**config.mk**
```make
export PLATFORM = sky130hd
export DESIGN_NAME = unlock_cmd_decoder
export DESIGN_NICKNAME = d
export VERILOG_FILES = /design/src/rtl/ucd_pkg.sv /design/src/rtl/ucd_seq_fsm.sv /design/src/rtl/ucd_mode_regs.sv /design/src/rtl/ucd_page_window.sv /design/src/rtl/ucd_id_rom.sv /design/src/rtl/unlock_cmd_decoder.sv
export SDC_FILE = /design/constraint.sdc
export NUM_CORES = 1
export LEC_CHECK = 0
export ABC_AREA = 1
export CAP_MARGIN = 20
export CORE_MARGIN = 3
export CORE_UTILIZATION = 33
export DETAILED_ROUTE_END_ITERATION = 10
export DONT_BUFFER_PORTS = 1
export GPL_TIMING_DRIVEN = 0
export SYNTH_ARGS = -nofsm -noshare
export SYNTH_HDL_FRONTEND = slang
export SYNTH_SLANG_ARGS = --single-unit
```
**constraint.sdc**
```tcl
create_clock -name clk -period 3.4 [get_ports clk]
set_input_delay 0.51 -clock clk [delete_from_list [all_inputs] [get_ports clk]]
set_output_delay 0.51 -clock clk [all_outputs]
set_load 0.02 [all_outputs]
```
**src/rtl/ucd_pkg.sv**
```systemverilog
package ucd_pkg;

  localparam int CMP_W  = 15;
  localparam int DATA_W = 8;
  localparam int NCMD   = 5;

  typedef enum logic [2:0] {
    SQ_IDLE, SQ_KEY1, SQ_KEY2, SQ_EXT3, SQ_EXT4, SQ_EXT5
  } seq_state_t;

  typedef enum logic [2:0] {
    CMD_NONE, CMD_PROT_WR, CMD_PROT_OFF, CMD_ERASE, CMD_ID_ON, CMD_ID_OFF
  } cmd_t;

  localparam logic [CMP_W-1:0]  KEY_HI      = 15'h5555;
  localparam logic [CMP_W-1:0]  KEY_LO      = 15'h2AAA;
  localparam logic [DATA_W-1:0] UNLOCK_A    = 8'hAA;
  localparam logic [DATA_W-1:0] UNLOCK_B    = 8'h55;
  localparam logic [DATA_W-1:0] OP_PROT_WR  = 8'hA0;
  localparam logic [DATA_W-1:0] OP_EXTEND   = 8'h80;
  localparam logic [DATA_W-1:0] OP_ID_ON    = 8'h90;
  localparam logic [DATA_W-1:0] OP_ID_OFF   = 8'hF0;
  localparam logic [DATA_W-1:0] OP_PROT_OFF = 8'h20;
  localparam logic [DATA_W-1:0] OP_ERASE    = 8'h10;
  localparam logic [DATA_W-1:0] OP_ID_ALT   = 8'h60;
  localparam logic [DATA_W-1:0] MFR_CODE    = 8'hBF;
  localparam logic [DATA_W-1:0] DEV_CODE    = 8'h5D;

  // True when the compared address bits equal the key and the data matches.
  function automatic logic step_hit(input logic [CMP_W-1:0] a,
                                    input logic [DATA_W-1:0] d,
                                    input logic [CMP_W-1:0] key,
                                    input logic [DATA_W-1:0] val);
    return (a == key) && (d == val);
  endfunction

  // Opcode that completes a three-write sequence.
  function automatic cmd_t short_op(input logic [DATA_W-1:0] d);
    case (d)
      OP_PROT_WR: return CMD_PROT_WR;
      OP_ID_ON:   return CMD_ID_ON;
      OP_ID_OFF:  return CMD_ID_OFF;
      default:    return CMD_NONE;
    endcase
  endfunction

  // Opcode that completes a six-write sequence.
  function automatic cmd_t long_op(input logic [DATA_W-1:0] d);
    case (d)
      OP_PROT_OFF: return CMD_PROT_OFF;
      OP_ERASE:    return CMD_ERASE;
      OP_ID_ALT:   return CMD_ID_ON;
      default:     return CMD_NONE;
    endcase
  endfunction

  // {hit, code} for an identification read.
  function automatic logic [DATA_W:0] id_lookup(input logic [CMP_W-1:0] a);
    if (a[CMP_W-1:1] != '0) return {1'b0, {DATA_W{1'b0}}};
    return a[0] ? {1'b1, DEV_CODE} : {1'b1, MFR_CODE};
  endfunction

endpackage

```
**src/rtl/ucd_seq_fsm.sv**
```systemverilog
module ucd_seq_fsm
  import ucd_pkg::*;
(
  input  logic                clk,
  input  logic                rst_n,
  input  logic                wr_en,
  input  logic [CMP_W-1:0]    wr_key,
  input  logic [DATA_W-1:0]   wr_data,
  output cmd_t                seq_cmd,
  output logic                seq_abort
);

  seq_state_t state_q, state_d;

  always_comb begin
    state_d   = state_q;
    seq_cmd   = CMD_NONE;
    seq_abort = 1'b0;
    if (wr_en) begin
      state_d = SQ_IDLE;
      case (state_q)
        SQ_IDLE: begin
          if (step_hit(wr_key, wr_data, KEY_HI, UNLOCK_A)) state_d = SQ_KEY1;
          else seq_abort = 1'b1;
        end
        SQ_KEY1: begin
          if (step_hit(wr_key, wr_data, KEY_LO, UNLOCK_B)) state_d = SQ_KEY2;
          else seq_abort = 1'b1;
        end
        SQ_KEY2: begin
          if (step_hit(wr_key, wr_data, KEY_HI, OP_EXTEND)) state_d = SQ_EXT3;
          else if (wr_key == KEY_HI && short_op(wr_data) != CMD_NONE)
            seq_cmd = short_op(wr_data);
          else seq_abort = 1'b1;
        end
        SQ_EXT3: begin
          if (step_hit(wr_key, wr_data, KEY_HI, UNLOCK_A)) state_d = SQ_EXT4;
          else seq_abort = 1'b1;
        end
        SQ_EXT4: begin
          if (step_hit(wr_key, wr_data, KEY_LO, UNLOCK_B)) state_d = SQ_EXT5;
          else seq_abort = 1'b1;
        end
        SQ_EXT5: begin
          if (wr_key == KEY_HI && long_op(wr_data) != CMD_NONE)
            seq_cmd = long_op(wr_data);
          else seq_abort = 1'b1;
        end
        default: seq_abort = 1'b1;
      endcase
    end
  end

  always_ff @(posedge clk) begin
    if (!rst_n) state_q <= SQ_IDLE;
    else        state_q <= state_d;
  end

endmodule

```
**src/rtl/ucd_mode_regs.sv**
```systemverilog
module ucd_mode_regs
  import ucd_pkg::*;
(
  input  logic            clk,
  input  logic            rst_n,
  input  cmd_t            seq_cmd,
  output logic [NCMD-1:0] cmd_pulse,
  output logic            prot_on,
  output logic            id_mode
);

  logic [NCMD-1:0] cmd_dec;

  // Bit i of the pulse vector stands for command code i+1.
  for (genvar g = 0; g < NCMD; g++) begin : g_dec
    assign cmd_dec[g] = (seq_cmd == cmd_t'(3'(g + 1)));
  end

  always_ff @(posedge clk) begin
    if (!rst_n) begin
      cmd_pulse <= '0;
      prot_on   <= 1'b0;
      id_mode   <= 1'b0;
    end else begin
      cmd_pulse <= cmd_dec;
      if (seq_cmd == CMD_PROT_WR)       prot_on <= 1'b1;
      else if (seq_cmd == CMD_PROT_OFF) prot_on <= 1'b0;
      if (seq_cmd == CMD_ID_ON)         id_mode <= 1'b1;
      else if (seq_cmd == CMD_ID_OFF)   id_mode <= 1'b0;
    end
  end

endmodule

```
**src/rtl/ucd_page_window.sv**
```systemverilog
module ucd_page_window #(
  parameter int LOAD_GAP = 12
) (
  input  logic clk,
  input  logic rst_n,
  input  logic open_req,
  input  logic wr_valid,
  output logic page_open,
  output logic load_done
);

  localparam int CNT_W = $clog2(LOAD_GAP + 1);
  localparam logic [CNT_W-1:0] LAST = CNT_W'(LOAD_GAP - 1);

  logic [CNT_W-1:0] idle_q;

  always_ff @(posedge clk) begin
    if (!rst_n) begin
      page_open <= 1'b0;
      load_done <= 1'b0;
      idle_q    <= '0;
    end else begin
      load_done <= 1'b0;
      if (open_req) begin
        page_open <= 1'b1;
        idle_q    <= '0;
      end else if (page_open) begin
        if (wr_valid) begin
          idle_q <= '0;
        end else if (idle_q == LAST) begin
          page_open <= 1'b0;
          load_done <= 1'b1;
          idle_q    <= '0;
        end else begin
          idle_q <= idle_q + 1'b1;
        end
      end
    end
  end

endmodule

```
**src/rtl/ucd_id_rom.sv**
```systemverilog
module ucd_id_rom
  import ucd_pkg::*;
(
  input  logic              id_mode,
  input  logic [CMP_W-1:0]  rd_key,
  output logic              id_hit,
  output logic [DATA_W-1:0] id_rdata
);

  logic [DATA_W:0] look;

  always_comb begin
    look = id_lookup(rd_key);
    if (!id_mode) look = '0;
    id_hit   = look[DATA_W];
    id_rdata = look[DATA_W-1:0];
  end

endmodule

```
**src/rtl/unlock_cmd_decoder.sv**
```systemverilog
module unlock_cmd_decoder
  import ucd_pkg::*;
#(
  parameter int ADDR_W   = 16,
  parameter int LOAD_GAP = 12
) (
  input  logic              clk,
  input  logic              rst_n,
  input  logic              wr_valid,
  input  logic [ADDR_W-1:0] wr_addr,
  input  logic [7:0]        wr_data,
  input  logic [ADDR_W-1:0] rd_addr,
  output logic              pass_valid,
  output logic [ADDR_W-1:0] pass_addr,
  output logic [7:0]        pass_data,
  output logic              cmd_prot_write,
  output logic              cmd_prot_off,
  output logic              cmd_erase,
  output logic              cmd_id_enter,
  output logic              cmd_id_exit,
  output logic              prot_on,
  output logic              id_mode,
  output logic              page_open,
  output logic              load_done,
  output logic              id_hit,
  output logic [7:0]        id_rdata
);

  // Named internal events, visible to the bound checker.
  logic            fsm_wr;
  cmd_t            seq_cmd;
  logic            seq_abort;
  logic            pass_now;
  logic [NCMD-1:0] cmd_pulse;

  assign fsm_wr   = wr_valid && !page_open;
  assign pass_now = wr_valid && (page_open || (seq_abort && !prot_on));

  ucd_seq_fsm u_fsm (
    .clk       (clk),
    .rst_n     (rst_n),
    .wr_en     (fsm_wr),
    .wr_key    (wr_addr[CMP_W-1:0]),
    .wr_data   (wr_data),
    .seq_cmd   (seq_cmd),
    .seq_abort (seq_abort)
  );

  ucd_mode_regs u_mode (
    .clk       (clk),
    .rst_n     (rst_n),
    .seq_cmd   (seq_cmd),
    .cmd_pulse (cmd_pulse),
    .prot_on   (prot_on),
    .id_mode   (id_mode)
  );

  ucd_page_window #(.LOAD_GAP(LOAD_GAP)) u_win (
    .clk       (clk),
    .rst_n     (rst_n),
    .open_req  (seq_cmd == CMD_PROT_WR),
    .wr_valid  (wr_valid),
    .page_open (page_open),
    .load_done (load_done)
  );

  ucd_id_rom u_id (
    .id_mode  (id_mode),
    .rd_key   (rd_addr[CMP_W-1:0]),
    .id_hit   (id_hit),
    .id_rdata (id_rdata)
  );

  always_ff @(posedge clk) begin
    if (!rst_n) begin
      pass_valid <= 1'b0;
      pass_addr  <= '0;
      pass_data  <= '0;
    end else begin
      pass_valid <= pass_now;
      if (pass_now) begin
        pass_addr <= wr_addr;
        pass_data <= wr_data;
      end
    end
  end

  assign cmd_prot_write = cmd_pulse[0];
  assign cmd_prot_off   = cmd_pulse[1];
  assign cmd_erase      = cmd_pulse[2];
  assign cmd_id_enter   = cmd_pulse[3];
  assign cmd_id_exit    = cmd_pulse[4];

endmodule

```
==> flow_metrics.py, run 1 <==
metrics = {
    "timing": {
        "rsz0062_at_grt": "no",
        "finalMaxSlewViolations": 0,
        "fmax_mhz": 409,
        "finalHoldViolations": 0,
        "fin_skew_ps": 9.90,
        "finalSetupTns_ps": 0,
        "setup_viol": 0,
        "min_period_ps": 2440,
        "slew_headroom_pct": 56.4,
        "worstMarginPinSlew_ps": 654,
        "fin_crit_sh_pct": 71.8,
    },
    "worst_setup_path": {
        "critical_path_required_ps": 2890,
        "cp.arrival_ps": 1930,
        "cp-end-kind": "output port",
        "critPathLaunchType": "register",
        "crit_type": "reg -> out",
        "crit_fanout": 3,
        "r2r_slack_ps": 1580,
    },
    "global_routing": {
        "grt_max_degree": 14,
        "grt_first_pass_wirelength_mm": 11.1,
        "overflow": 0,
        "grt_pass1_vias": 2377,
        "grtUsageTotal_pct": 16.4,
        "antenna_found_initial": 0,
    },
    "die": {
        "core_area_um2": 6940,
        "io_pins": 86,
        "die_w_um": 91.6,
        "start_util_pct": 34.8,
        "die-area_um2": 8400,
        "num_rows": 30,
        "die_h_um": 91.6,
    },
    "placed_design": {
        "dpl.cell_count": 484,
        "detailed_place_hpwl_mm": 5.55,
        "port_buffers": 0,
        "globalplace.congestion": 0.899,
    },
    "detailed_routing": {
        "first_iter_violations": 133,
        "route.detailed.drc": 0,
        "drtPass1Iterations": 4,
        "routed_wl_mm": 6.80,
        "dr_total_vias": 2401,
        "ant_nets": 0,
        "wl_per_cell_um": 13.8,
        "via_per_inst": 4.88,
    },
    "logic_synthesis": {
        "synth.avg_cell_area_um2": 6.24,
        "yosysWarnings": 0,
        "synth_top_flop_cell": "dfxtp_1",
        "ys_top_cells_by_count": "85 x nand2_1, 62 x nor2_1, 50 x nand3_1, 47 x inv_1, 41 x dfxtp_1",
        "synth_area_leader_cell": "dfxtp_1",
        "ys_ff_latch": 41,
        "yosysSeqAreaShare_pct": 33.9,
        "synthesis.instances": 388,
        "ys_types": 27,
        "synth_area_um2": 2420,
        "async_flop_share_pct": 0,
        "synth_top_area_share_pct": 33.9,
        "synth_nets": 432,
        "post_synth_main_area_contributors": "dfxtp_1 34%, nand2_1 13%, nand3_1 10%",
        "synth.most_common_cell": "nand2_1",
        "synth-edff-count": 0,
    },
    "cells_and_area": {
        "final_nets": 439,
        "fin_cells": 492,
        "seqCellArea_um2": 821,
        "syn_to_final_growth_pct": 8.95,
        "drive_above_1_share_pct": 12.1,
        "multi_input_area_um2": 1270,
        "antenna_cells": 0,
        "fillers": 765,
    },
    "cts": {
        "cts.repair.resized": 0,
        "ctsLongestPathBuffers": 2,
        "cts_max_level": 2,
        "clk_pin_slew_worst_paths_ps": 80,
        "postCtsHoldBufs": 0,
        "root_buffer": "clkbuf_8",
        "cts_tree": "yes",
        "cts_setup_buffers": 0,
        "cts_buffers": 5,
        "clk_latency_ps": 310,
        "cts_sinks": 41,
    },
    "flow_run": {
        "maxCapViolations": 0,
    },
    "pwr": {
        "pwr_density_cell_nw_per_um2": 375,
        "ir_worst_vdd_v": 0.000153,
        "total_power_mw": 0.988,
        "p_leak_nw": 1.24,
    },
    "worst_hold_path": {
        "hold_path.class": "in -> reg",
    },
    "run_status": {
        "status": "finished, final reports clean",
    },
}
-- logic make-up after synthesis --
logic type	synth area share [%]
and+or+nand+nor	41.8
buffers and inverters	13.4
DFF	33.9
AOI/OAI and AO/OA	9.67
xor gates and xnor gates	0.724
adders and majority gates	0.517
-- flip-flops by register name, indices dropped and copies added, names as in the netlist, 3 cells and up --
signal            flops
pass_addr            16
pass_data             8
u_mode.cmd_pulse      5
u_win.idle_q          4
u_fsm.state_q         3
-- report_power, final --
part / leakage [nW] / total [mW] / switching [mW] / internal, mW
Combinational: 0.848 / 0.0961 / 0.0614 / 0.0346
Clock: 0.0512 / 0.353 / 0.188 / 0.165
Sequential: 0.337 / 0.539 / 0.0391 / 0.500
-- per-stage QoR --
| stage | util [%] | area [um2] | setup WS [ps] | hold WS [ps] |
|---|---|---|---|---|
| floorplan | - | 2420 | 1350 | 484 |
| global route | 38.0 | 2640 | 871 | 389 |
| finish | 38.0 | 2640 | 958 | 403 |
| CTS | 38.0 | 2640 | 929 | 393 |
| detailed placement | 36.6 | 2540 | 1220 | 524 |
| global placement | 36.6 | 2540 | 1240 | 516 |
-- cells in the final DEF (no fill, tap or decap), drive strengths merged, types with 2 or more instances in the layout --
cell type  count
nand2         87
nor2          70
inv           54
nand3         50
dfxtp         41
a21oi         31
buf           15
nand4         12
clkbuf        11
nor4           6
o21ai          6
nor3           4
clkinv         3
xor2           2
-- area by class of cell --
class | instances | share of cell area [%]
sequential | 41 | 31.1
inverter | 55 | 7.83
clock buffer | 6 | 3.13
tap | 96 | 4.56
clock inverter | 2 | 0.522
multi-input combinational | 272 | 48.4
buffer | 20 | 4.46
-- path summary, 6_finish.rpt --
path | startpoint | end | depth (start not counted)
worst max-delay path | u_mode.id_mode | id_rdata[5] | 4
worst min-delay path | rst_n | u_mode.cmd_pulse[4] | 2
worst max register to register | u_fsm.state_q[1] | pass_data[4] | 12
worst min register to register | u_fsm.state_q[1] | u_fsm.state_q[1] | 2
-- metal layers --
layer  global-route usage, %  routed length, um  part of all wire, %  up-vias
li1                        -                  -                    -     1246
met1                    19.2               2830                   42     1051
met2                    27.4               3240                   48       97
met3                    5.41                651                  9.6        7
met4                    6.78                 78                  1.1        0
met5                       0                  0                    0        -
-- worst max-delay path, cell delays in order, from the launching register on --
cell     delay [ps]
dfxtp_1         490
nor4b_1         300
nand4_1         190
nor2_1          420
buf_4           230
Power figures use the tool's default switching activity.
==> inputs of run 2 (changes only) <==
==> constraint.sdc (replaced) <==
create_clock -name clk -period 2.27 [get_ports clk]
set_input_delay 0.3405 -clock clk [delete_from_list [all_inputs] [get_ports clk]]
set_output_delay 0.3405 -clock clk [all_outputs]
set_load 0.02 [all_outputs]
==> run 2 against run 1 <==
Power increased by 50%. First-iteration DRC count unchanged. Sequential cell count unchanged. Via count about the same. Utilization about the same. Worst hold slack got worse by 170 ps. Register-to-register slack got worse by 1100 ps. Combinational power increased by 50%. Critical path depth unchanged. Clock power increased by 50%. Largest power group unchanged.
==> flow_metrics.py, run 2 (synthesized netlist as in run 1, its figures left out) <==
metrics = {
    "die": {
        "core_area_um2": 6940,
        "num_rows": 30,
        "die_h_um": 91.6,
        "die-area_um2": 8400,
        "io_pins": 86,
        "start_util_pct": 34.8,
        "die_w_um": 91.6,
    },
    "worst_setup_path": {
        "critPathLaunchType": "register",
        "crit_fanout": 3,
        "cp-end-kind": "output port",
        "cp_slowest_stage_delay_ps": 490,
        "cp.arrival_ps": 1800,
        "crit_chain": "nor4b_1 -> nand4_1 -> nor2_2 -> buf_4",
        "worst_path_max_delay_cell": "dfxtp_1",
        "crit_type": "reg -> out",
        "critical_path_required_ps": 1930,
    },
    "detailed_routing": {
        "dr_total_vias": 2402,
        "first_iter_violations": 133,
        "drtPass1Iterations": 4,
        "via_per_inst": 4.88,
        "wl_per_cell_um": 13.8,
        "ant_nets": 0,
        "route.detailed.drc": 0,
        "routed_wl_mm": 6.79,
    },
    "placed_design": {
        "place_ws_ps": 309,
        "globalplace.congestion": 0.899,
        "detailed_place_hpwl_mm": 5.55,
        "port_buffers": 0,
    },
    "worst_hold_path": {
        "hold_path.class": "in -> reg",
    },
    "timing": {
        "min_period_ps": 2140,
        "rsz0062_at_grt": "no",
        "slew_headroom_pct": 56.4,
        "fin_skew_ps": 9.90,
        "setup_viol": 0,
        "finalHoldViolations": 0,
        "fin_crit_sh_pct": 94.2,
        "postLayoutSetupSlackWorst_ps": 133,
        "fmax_mhz": 468,
        "worstMarginPinSlew_ps": 654,
        "finalMaxSlewViolations": 0,
        "finalSetupTns_ps": 0,
    },
    "global_routing": {
        "grt_first_pass_wirelength_mm": 11.1,
        "grtUsageTotal_pct": 16.4,
        "overflow": 0,
        "grt_max_degree": 14,
        "grt_pass1_vias": 2377,
        "antenna_found_initial": 0,
    },
    "cells_and_area": {
        "multi_input_area_um2": 1280,
        "final_nets": 439,
        "seqCellArea_um2": 821,
        "layout_common_cells": "85 x nand2_1, 61 x nor2_1, 50 x nand3_1",
        "largest_register": "pass_addr",
        "final_core_util_pct": 38.0,
        "syn_to_final_growth_pct": 9.05,
        "reg.largest.list": "pass_addr x16, pass_data x8, u_mode.cmd_pulse x5",
        "antenna_cells": 0,
        "final_common_cell": "nand2_1",
        "largest_register_ffs": 16,
        "drive_above_1_share_pct": 12.4,
        "fillers": 764,
    },
    "cts": {
        "cts_sinks": 41,
        "cts_tree": "yes",
        "cts_buffers": 5,
        "ctsLongestPathBuffers": 2,
        "root_buffer": "clkbuf_8",
        "postCtsHoldBufs": 0,
        "clk_latency_ps": 310,
        "cts_max_level": 2,
        "clk_pin_slew_worst_paths_ps": 80,
    },
    "flow_run": {
        "maxCapViolations": 0,
    },
    "pwr": {
        "pwr_density_cell_nw_per_um2": 561,
        "p_leak_nw": 1.24,
        "ir_worst_vdd_v": 0.000230,
        "total_power_mw": 1.48,
    },
    "run_status": {
        "status": "finished, final reports clean",
    },
}
[run 2: stage by stage]
stage | hold slack [ps] | cells | area, um2
2_1_floorplan | 484 | 388 | 2420
3_3_place_gp | 516 | 484 | 2540
3_5_place_dp | 524 | 484 | 2540
4_1_cts | 223 | 492 | 2640
5_1_grt | 219 | 492 | 2640
6_report | 233 | 492 | 2640
[run 2: report_power, final]
part           leakage [nW]  internal, mW  switching [mW]
registers             0.337         0.749          0.0586
logic                 0.848        0.0519          0.0920
clock network        0.0512         0.247           0.282
[run 2: worst max-delay path, delay by kind of cell, from the launching register on]
kind          cells  cell delay [ps]
buf+inv           1              210
simple gates      3              800
flops             1              490
[run 2: metal layers]
layer	track usage, %	part of all wire (%)
met1	19.2	42
met2	27.4	48
met3	5.41	9.6
met4	6.78	1.1
met5	0	0
[run 2: area by class of cell]
class | instances | share of cell area, %
plain buffers | 20 | 4.46
clock inverters | 2 | 0.522
multi-input cells | 272 | 48.4
inverters | 55 | 7.82
clock buffers | 6 | 3.13
well taps | 96 | 4.55
flip-flops and latches | 41 | 31.1
[run 2: path summary, 6_finish.rpt]
check                                      start                   to  slack, ps  cells after the start
worst max-delay path              u_mode.id_mode          id_rdata[5]        130                      4
worst min-delay path                       rst_n  u_mode.cmd_pulse[4]        230                      2
worst max register to register  u_fsm.state_q[1]         pass_data[4]        450                     12
worst min register to register  u_fsm.state_q[1]     u_fsm.state_q[1]        540                      2
[run 2: repair_timing]
item                                    4_1_cts  5_1_grt
resized for setup                             1        0
endpoints found under the setup margin        2        0
buffers inserted                              0        0
==> inputs of run 3 (changes only) <==
==> constraint.sdc (replaced) <==
create_clock -name clk -period 1.75 [get_ports clk]
set_input_delay 0.2625 -clock clk [delete_from_list [all_inputs] [get_ports clk]]
set_output_delay 0.2625 -clock clk [all_outputs]
set_load 0.02 [all_outputs]
==> run 3 against run 2 <==
Clock power up 30%. First-iteration DRC count shrank 9.8%. Critical path depth up 1. Sequential cell count unchanged. Via count up 0.12%. Wire length up 1.8%. The flow now finishes with violations (setup timing). Power rose by 29%. Count of clock-buffer cells in the layout unchanged. Largest power group unchanged. Sequential power is 29% higher.
==> flow_metrics.py, run 3 (synthesized netlist as in run 1, its figures left out) <==
metrics = {
    "cells_and_area": {
        "multi_input_area_um2": 1330,
        "layout_common_cells": "85 x nand2_1, 60 x nor2_1, 48 x nand3_1",
        "syn_to_final_growth_pct": 14.5,
        "largest_register": "pass_addr",
        "drive_above_1_share_pct": 16.0,
        "final_core_util_pct": 39.9,
        "reg.largest.list": "pass_addr x16, pass_data x8, u_mode.cmd_pulse x5",
        "largest_register_ffs": 16,
        "antenna_cells": 0,
        "final_nets": 442,
        "final_common_cell": "nand2_1",
        "fillers": 745,
        "seqCellArea_um2": 837,
    },
    "detailed_routing": {
        "wl_per_cell_um": 14.0,
        "route.detailed.drc": 0,
        "drtPass1Iterations": 4,
        "ant_nets": 0,
        "routed_wl_mm": 6.91,
        "via_per_inst": 4.86,
        "dr_total_vias": 2405,
        "first_iter_violations": 120,
    },
    "cts": {
        "clk_pin_slew_worst_paths_ps": 80,
        "clk_latency_ps": 310,
        "ctsLongestPathBuffers": 2,
        "cts_tree": "yes",
        "root_buffer": "clkbuf_8",
        "cts_max_level": 2,
        "cts_buffers": 5,
        "cts_sinks": 41,
        "postCtsHoldBufs": 0,
    },
    "die": {
        "num_rows": 30,
        "start_util_pct": 34.8,
        "die_w_um": 91.6,
        "die_h_um": 91.6,
        "core_area_um2": 6940,
        "die-area_um2": 8400,
        "io_pins": 86,
    },
    "worst_setup_path": {
        "crit_fanout": 3,
        "critPathLaunchType": "register",
        "crit_type": "reg -> out",
        "cp.arrival_ps": 1530,
        "cp-end-kind": "output port",
        "r2r_slack_ps": 130,
        "critical_path_required_ps": 1490,
    },
    "placed_design": {
        "place_ws_ps": -133,
        "globalplace.congestion": 0.899,
        "port_buffers": 0,
        "detailed_place_hpwl_mm": 5.55,
    },
    "timing": {
        "finalHoldViolations": 0,
        "fin_skew_ps": 9.41,
        "rsz0062_at_grt": "yes",
        "fin_crit_sh_pct": 102,
        "worstMarginPinSlew_ps": 653,
        "slew_headroom_pct": 56.5,
        "setup_viol": 2,
        "fmax_mhz": 559,
        "min_period_ps": 1790,
        "postLayoutSetupSlackWorst_ps": -39.1,
        "finalMaxSlewViolations": 0,
    },
    "run_status": {
        "violations": "setup timing",
        "status": "complete, but fails checks",
    },
    "global_routing": {
        "overflow": 0,
        "antenna_found_initial": 0,
        "grt_pass1_vias": 2402,
        "grt_max_degree": 14,
        "grtUsageTotal_pct": 16.5,
        "grt_first_pass_wirelength_mm": 11.1,
    },
    "flow_run": {
        "maxCapViolations": 0,
    },
    "pwr": {
        "ir_worst_vdd_v": 0.000297,
        "p_leak_nw": 1.26,
        "pwr_density_cell_nw_per_um2": 692,
    },
    "worst_hold_path": {
        "hold_path.class": "in -> reg",
    },
}
==> run 3: metrics by stage <==
stage	instances	hold slack (ps)	total power, mW	TNS [ps]	instance area, um2
finish	495	152	1.92	-78.2	2770
global route	495	141	2.01	-278	2770
CTS	492	145	1.94	-566	2700
detailed placement	484	470	1.26	-1750	2540
global placement	484	466	1.25	-1810	2540
floorplan	388	426	1.21	0	2420
==> run 3: layer usage <==
layer / wire [um] / part of all wire, % / GRT usage [%] / up-vias
met2: 3350 / 48 / 27.5 / 91
met5: 0 / 0 / 0 / -
met4: 78 / 1.1 / 6.78 / 0
met1: 2780 / 40 / 19.2 / 1055
li1: - / - / - / 1252
met3: 706 / 10 / 5.58 / 7
==> run 3: final cells by class <==
cell class | count | share of cell area (%)
clock buffer | 6 | 2.98
multi-input combinational | 272 | 47.9
timing repair buffer | 3 | 0.723
tap | 96 | 4.34
inverter | 55 | 7.54
buffer | 20 | 5.83
sequential | 41 | 30.2
clock inverter | 2 | 0.497
==> run 3: where the power goes <==
part | switching [mW] | leakage [nW] | internal, mW
Sequential | 0.0759 | 0.341 | 0.966
Clock | 0.366 | 0.0512 | 0.320
Combinational | 0.120 | 0.873 | 0.0681
Total | 0.563 | 1.26 | 1.35
==> run 3: worst paths after layout <==
kind	start	to	depth (start not counted)
max	u_mode.id_mode	id_rdata[5]	5
min	rst_n	u_mode.cmd_pulse[4]	2
max reg2reg	u_fsm.state_q[1]	pass_addr[9]	12
min reg2reg	u_fsm.state_q[1]	u_fsm.state_q[1]	2
==> run 3: critical path, stage by stage (launching register included) <==
cell and delay (ps):
dfxtp_4 400, nor4b_4 200, nand4_1 110, buf_4 170, nor2_4 190, buf_6 150
==> run 3: what timing repair did <==
action,CTS,global route
setup buffers,0,2
cloned,0,1
pin swaps,2,4
resized for setup,17,20
endpoints found under the setup margin,30,40
